## config.mk

```make
export PLATFORM = sky130hd
export DESIGN_NAME = mcMulticycle
export DESIGN_NICKNAME = d
export VERILOG_FILES = /design/src/rtl/mcPkg.sv /design/src/rtl/mcRegFile.sv /design/src/rtl/mcAlu.sv /design/src/rtl/mcDatapath.sv /design/src/rtl/mcMulticycle.sv
export SDC_FILE = /design/constraint.sdc
export NUM_CORES = 2
export LEC_CHECK = 0
export BUFFER_PORTS_ARGS = -buffer_cell sky130_fd_sc_hd__buf_2
export CORE_MARGIN = 3
export CORE_UTILIZATION = 50
export DETAILED_ROUTE_END_ITERATION = 10
export GPL_ROUTABILITY_DRIVEN = 0
export HOLD_SLACK_MARGIN = 0.06
export PLACE_DENSITY_LB_ADDON = 0.15
export SYNTH_ARGS = -nofsm -noshare
export SYNTH_HDL_FRONTEND = slang
export SYNTH_HIERARCHICAL = 1
export SYNTH_SLANG_ARGS = --single-unit
```

## constraint.sdc

```tcl
create_clock -name clk -period 7.2 [get_ports clk]
set_clock_uncertainty 0.1 [all_clocks]
set_input_delay 0.36 -clock clk [delete_from_list [all_inputs] [get_ports clk]]
set_output_delay 0.36 -clock clk [all_outputs]
set_load 0.01 [all_outputs]
```

## src/rtl/mcPkg.sv

```systemverilog
package mcPkg;
  localparam int XLEN = 32;

  localparam logic [2:0] ALU_AND = 3'b000;
  localparam logic [2:0] ALU_OR  = 3'b001;
  localparam logic [2:0] ALU_ADD = 3'b010;
  localparam logic [2:0] ALU_SUB = 3'b110;
  localparam logic [2:0] ALU_SLT = 3'b111;

  localparam logic [1:0] SRCB_REG   = 2'b00;
  localparam logic [1:0] SRCB_FOUR  = 2'b01;
  localparam logic [1:0] SRCB_IMM   = 2'b10;
  localparam logic [1:0] SRCB_IMMSH = 2'b11;

  localparam logic [1:0] PCSRC_ALU  = 2'b00;
  localparam logic [1:0] PCSRC_HOLD = 2'b01;
  localparam logic [1:0] PCSRC_JUMP = 2'b10;

  typedef struct packed {
    logic       pcWrite;
    logic       pcWriteCond;
    logic       iorD;
    logic       memRead;
    logic       memWrite;
    logic       irWrite;
    logic       memToReg;
    logic       regDst;
    logic       regWrite;
    logic       aluSrcA;
    logic [1:0] aluSrcB;
    logic [2:0] aluOp;
    logic [1:0] pcSource;
  } strobeT;
endpackage

```

## src/rtl/mcRegFile.sv

```systemverilog
module mcRegFile #(
  parameter int DW   = 32,
  parameter int NREG = 32,
  localparam int RA  = $clog2(NREG)
) (
  input  logic          clk,
  input  logic          rstN,
  input  logic [RA-1:0] rdAddrA,
  input  logic [RA-1:0] rdAddrB,
  input  logic          wrEn,
  input  logic [RA-1:0] wrAddr,
  input  logic [DW-1:0] wrData,
  output logic [DW-1:0] rdDataA,
  output logic [DW-1:0] rdDataB
);
  logic [DW-1:0] regs [NREG];

  // Entry 0 is never written; its reads are forced to zero
  always_ff @(posedge clk) begin
    if (!rstN) begin
      for (int i = 0; i < NREG; i++) regs[i] <= '0;
    end else if (wrEn && (wrAddr != '0)) begin
      regs[wrAddr] <= wrData;
    end
  end

  assign rdDataA = (rdAddrA == '0) ? '0 : regs[rdAddrA];
  assign rdDataB = (rdAddrB == '0) ? '0 : regs[rdAddrB];
endmodule

```

## src/rtl/mcAlu.sv

```systemverilog
module mcAlu
  import mcPkg::*;
#(
  parameter int DW = 32
) (
  input  logic [DW-1:0] opA,
  input  logic [DW-1:0] opB,
  input  logic [2:0]    op,
  output logic [DW-1:0] result,
  output logic          isZero
);
  logic [DW-1:0] diff;
  logic          lessThan;

  assign diff     = opA - opB;
  assign lessThan = $signed(opA) < $signed(opB);

  always_comb begin
    unique case (op)
      ALU_AND: result = opA & opB;
      ALU_OR:  result = opA | opB;
      ALU_ADD: result = opA + opB;
      ALU_SUB: result = diff;
      ALU_SLT: result = {{(DW-1){1'b0}}, lessThan};
      default: result = '0;
    endcase
  end

  assign isZero = (result == '0);
endmodule

```

## src/rtl/mcDatapath.sv

```systemverilog
module mcDatapath
  import mcPkg::*;
#(
  parameter int DW   = XLEN,
  parameter int NREG = 32,
  localparam int RA  = $clog2(NREG),
  localparam int IMMW = 16
) (
  input  logic          clk,
  input  logic          rstN,
  input  strobeT        ctl,
  input  logic [DW-1:0] memRdata,
  output logic [DW-1:0] memAddr,
  output logic [DW-1:0] memWdata,
  output logic [5:0]    opcode,
  output logic [5:0]    funct,
  output logic          zero
);
  logic [DW-1:0] pcQ, irQ, mdrQ, aQ, bQ, aluOutQ;
  logic [DW-1:0] rfA, rfB, rfWrData;
  logic [RA-1:0] rfWrAddr;
  logic [DW-1:0] srcA, srcB, aluRes, signExt, pcNext, jumpTarget;
  logic          pcEn;

  // Instruction fields
  logic [RA-1:0] fRs, fRt, fRd;
  assign fRs = irQ[25:21];
  assign fRt = irQ[20:16];
  assign fRd = irQ[15:11];

  assign signExt    = {{(DW-IMMW){irQ[IMMW-1]}}, irQ[IMMW-1:0]};
  assign jumpTarget = {pcQ[DW-1:DW-4], irQ[25:0], 2'b00};

  // Operand selection
  assign srcA = ctl.aluSrcA ? aQ : pcQ;
  always_comb begin
    unique case (ctl.aluSrcB)
      SRCB_REG:   srcB = bQ;
      SRCB_FOUR:  srcB = DW'(4);
      SRCB_IMM:   srcB = signExt;
      default:    srcB = {signExt[DW-3:0], 2'b00};
    endcase
  end

  mcAlu #(.DW(DW)) u_alu (
    .opA(srcA), .opB(srcB), .op(ctl.aluOp),
    .result(aluRes), .isZero(zero)
  );

  // Register file write path
  assign rfWrAddr = ctl.regDst ? fRd : fRt;
  assign rfWrData = ctl.memToReg ? mdrQ : aluOutQ;

  mcRegFile #(.DW(DW), .NREG(NREG)) u_rf (
    .clk(clk), .rstN(rstN),
    .rdAddrA(fRs), .rdAddrB(fRt),
    .wrEn(ctl.regWrite), .wrAddr(rfWrAddr), .wrData(rfWrData),
    .rdDataA(rfA), .rdDataB(rfB)
  );

  // Next PC
  always_comb begin
    unique case (ctl.pcSource)
      PCSRC_HOLD: pcNext = aluOutQ;
      PCSRC_JUMP: pcNext = jumpTarget;
      default:    pcNext = aluRes;
    endcase
  end
  assign pcEn = ctl.pcWrite | (ctl.pcWriteCond & zero);

  always_ff @(posedge clk) begin
    if (!rstN) begin
      pcQ     <= '0;
      irQ     <= '0;
      mdrQ    <= '0;
      aQ      <= '0;
      bQ      <= '0;
      aluOutQ <= '0;
    end else begin
      if (pcEn)        pcQ <= pcNext;
      if (ctl.irWrite) irQ <= memRdata;
      mdrQ    <= memRdata;
      aQ      <= rfA;
      bQ      <= rfB;
      aluOutQ <= aluRes;
    end
  end

  assign memAddr  = ctl.iorD ? aluOutQ : pcQ;
  assign memWdata = bQ;
  assign opcode   = irQ[31:26];
  assign funct    = irQ[5:0];
endmodule

```

## src/rtl/mcMulticycle.sv

```systemverilog
module mcMulticycle
  import mcPkg::*;
#(
  parameter int DW   = XLEN,
  parameter int NREG = 32
) (
  input  logic          clk,
  input  logic          rstN,
  input  logic          pcWrite,
  input  logic          pcWriteCond,
  input  logic          iorD,
  input  logic          memRead,
  input  logic          memWrite,
  input  logic          irWrite,
  input  logic          memToReg,
  input  logic          regDst,
  input  logic          regWrite,
  input  logic          aluSrcA,
  input  logic [1:0]    aluSrcB,
  input  logic [2:0]    aluOp,
  input  logic [1:0]    pcSource,
  output logic [DW-1:0] memAddr,
  output logic [DW-1:0] memWdata,
  output logic          memRd,
  output logic          memWr,
  input  logic [DW-1:0] memRdata,
  output logic [5:0]    opcode,
  output logic [5:0]    funct,
  output logic          zero
);
  strobeT ctl;

  always_comb begin
    ctl.pcWrite     = pcWrite;
    ctl.pcWriteCond = pcWriteCond;
    ctl.iorD        = iorD;
    ctl.memRead     = memRead;
    ctl.memWrite    = memWrite;
    ctl.irWrite     = irWrite;
    ctl.memToReg    = memToReg;
    ctl.regDst      = regDst;
    ctl.regWrite    = regWrite;
    ctl.aluSrcA     = aluSrcA;
    ctl.aluSrcB     = aluSrcB;
    ctl.aluOp       = aluOp;
    ctl.pcSource    = pcSource;
  end

  mcDatapath #(.DW(DW), .NREG(NREG)) u_core (
    .clk(clk), .rstN(rstN), .ctl(ctl), .memRdata(memRdata),
    .memAddr(memAddr), .memWdata(memWdata),
    .opcode(opcode), .funct(funct), .zero(zero)
  );

  assign memRd = ctl.memRead;
  assign memWr = ctl.memWrite;
endmodule

```

==> results.md <==
- Tightest Hold Check Type: in2reg
- Die height: 374 um
- CTS tree: done
- Category of the critical setup timing path: reg2reg
- Drt total wl: 228000 um
- Reg2reg setup slack: 0.31 ns
- Worst slew pin tran: 1.29 ns
- Seq/Total Area, Yosys: 51.2%
- Relative slew slack: 13.6%
- Nets: 5181
- Number of H-tree levels: 4
- # DRC: 0
- Worst-path clk slew: 0.06 ns
- Endpoints failing setup: 0
- Synth Area per Inst: 13.3 um^2
- Setup crit start kind: register
- Most area-hungry cell type in the Yosys netlist: edfxtp_1
- HPWL Detailed: 143000 um
- CP peak stage delay: 0.78 ns
- Final ANT Viol Nets: 0
- Count leader, synth: and2_1
- Core Util, Final: 55.5%
- Period utilization: 95.8%
- Max Freq: 145 MHz
- Synth warn: 6
- Routed len/inst: 33.0 um
- Clock sinks: 1216
- Vias per cell: 6.67
- Critical-path cell list: mux2i_1 -> o21ai_0 -> inv_1 -> ha_1 -> inv_1 -> o221ai_1 -> nand4_1 -> buf_4 -> a2111oi_0 -> nor2_1 -> o221ai_1 -> or3_1 -> nand3b_1 -> or4_1 -> or4_1 -> nor4_2 -> a21oi_2 -> dlygate4sd3_1 -> nand3_1 -> o21ai_0
- Die width: 374 um
- PD cells: 237 nW/um^2
- Final TNS setup: 0 ns
- RSZ-0062 raised after global routing: false
- Initial core utilization: 50.5%
- Max cap viols: 0
- Area Overhead vs Synth: 9.91%
- Vias in the first global route: 44900
- Clk_lat worst skew: 0.77 ns
- Critical Path AT: 7.41 ns
- Netlist cell types: 91
- Drt pass-1 iters: 7
- Layout cells sized above 1: 22.3%
- Number of synthesized register bits: 1216
- Synth top cells by count: and2_1 (1131), edfxtp_1 (1024), mux4_2 (470)
- Initial antenna violation count: 13
- Die area: 140000 um^2
- DRT iter0 DRCs: 6122
- Clock Path Buffers: 3
- Tmin final: 6.89 ns
- GRT Util Overall: 32.2%
- Synth top area share: 45.5%
- Post_cts resized: 0
- Post-Syn Area: 67600 um^2
- CTS buffer count: 135
- Fraction of registers with async set/reset: 0%
- Critical Path Fanout Max: 10
- Congestion Overflow GR: 0
- Largest cells by area after synthesis: edfxtp_1 (45%), mux4_2 (16%), and2_1 (10%)
- Max Slew Vio Count: 0
- Worst EP required: 7.72 ns
- CTS root buf: clkbuf_16
- Commonest register cell after synthesis: edfxtp_1
- Largest net degree at the start of global routing: 118
- Status: completed
- First-pass GRT wire length: 326000 um
- Max VDD drop: 0.185 mV
- I/O Buffers: 125
- # rows: 134
- Fin. Hold Viols: 0
- IO Count: 130
- CP endpoint kind: register
- Post-synth EDFFs: 1024
- Total number of vias: 46000
- Max stage delay cell, worst path: dlygate4sd3_1
- Core area: 134000 um^2
- Leak: 26.6 nW
- Cells after synthesis: 5077
[flip-flops by register name (all words and copies together), names as in the netlist]
signal and flops:
u_core/memWdata 32, u_core/mdrQ 32, u_core/u_rf/regs 1024, u_core/irQ 32
u_core/aluOutQ 32, u_core/pcQ 32, u_core/aQ 32
[metal layers]
layer / part of all wire, % / global-route usage [%]
met5: 0.011 / 0
met4: 4.2 / 12.9
met3: 11 / 7.71
met2: 47 / 51.3
met1: 38 / 42.7
[worst paths after layout]
kind                 startpoint             end  cells past startpoint
setup / recovery  u_core/irQ[5]  u_core/pcQ[14]                     20
hold / removal             rstN  u_core/irQ[22]                      2
setup reg to reg  u_core/irQ[5]  u_core/pcQ[14]                     20
hold reg to reg   u_core/pcQ[6]   u_core/pcQ[6]                      2
[cell type report]
class                   count  area (um^2)
flip-flops and latches   1216        34600
fillers                 10700        59500
repair buffers            295         2110
multi-input cells        3260        30700
diodes                      3         7.51
inverters                 120          450
clock inverters            52          380
clock buffers             190         3840
well taps                1768         2210
[critical path: cells and delay by family (launching register included)]
kind	cells	cell delay, ns
DFF	1	0.47
AOI/OAI and AO/OA	6	2.19
adders and majority gates	1	0.48
buffers and inverters	4	1.25
muxes	1	0.11
and+or+nand+nor	8	2.12
[where the power goes]
group | switching, mW | internal, mW
logic | 1.70 | 1.03
clock network | 2.84 | 3.83
registers | 0.258 | 7.93
total | 4.80 | 12.8
[through the flow]
stage	setup slack (ns)	instance area (um^2)	power, mW	hold slack, ns	instances
floorplan	1.58	67700	10.0	0.343	5108
global placement	0.531	69700	10.9	0.365	6625
detailed placement	0.472	69700	11.0	0.370	6625
CTS	0.507	74300	17.6	0.0792	6901
global route	0.0338	74300	18.1	0.155	6901
finish	0.305	74300	17.6	0.133	6904
[cells by family after synthesis]
logic type	after synthesis	share of synthesized area (%)
other	1	0.00555
AO/OA/AOI/OAI	663	6.95
flip-flops	1216	51.2
multiplexers	823	21.1
buffers and inverters	632	4.32
adder cells (fa/ha/maj)	102	1.91
AND/OR/NAND/NOR	1618	14.2
XOR/XNOR	22	0.285
[repair_timing]
item | 4_1_cts | 5_1_grt
hold buffers | 34 | 0
setup buffers | 0 | 0
endpoints found under the hold margin | 72 | 0
[cell usage in the layout, fill, tap and decap left out, types with 20 or more instances in the layout]
| cell | n |
|---|---|
| a2111oi_0 | 25 |
| a211oi_1 | 54 |
| a21o_1 | 33 |
| a21oi_1 | 88 |
| a221oi_1 | 33 |
| a22o_1 | 52 |
| a22oi_1 | 20 |
| and2_1 | 1130 |
| buf_2 | 124 |
| buf_4 | 127 |
| clkbuf_1 | 37 |
| clkbuf_16 | 142 |
| conb_1 | 32 |
| dfxtp_1 | 183 |
| dlygate4sd3_1 | 34 |
| edfxtp_1 | 1024 |
| ha_1 | 99 |
| inv_1 | 117 |
| mux2_2 | 124 |
| mux2i_1 | 222 |
| mux4_2 | 470 |
| nand2_1 | 72 |
| nand2b_1 | 34 |
| nand3_1 | 71 |
| nor2_1 | 62 |
| nor2_2 | 32 |
| nor2b_1 | 54 |
| nor3_1 | 69 |
| o21ai_0 | 63 |
| o21ai_4 | 31 |
| o221ai_1 | 32 |
| o22ai_1 | 90 |
(Power assumes the default switching activity.)
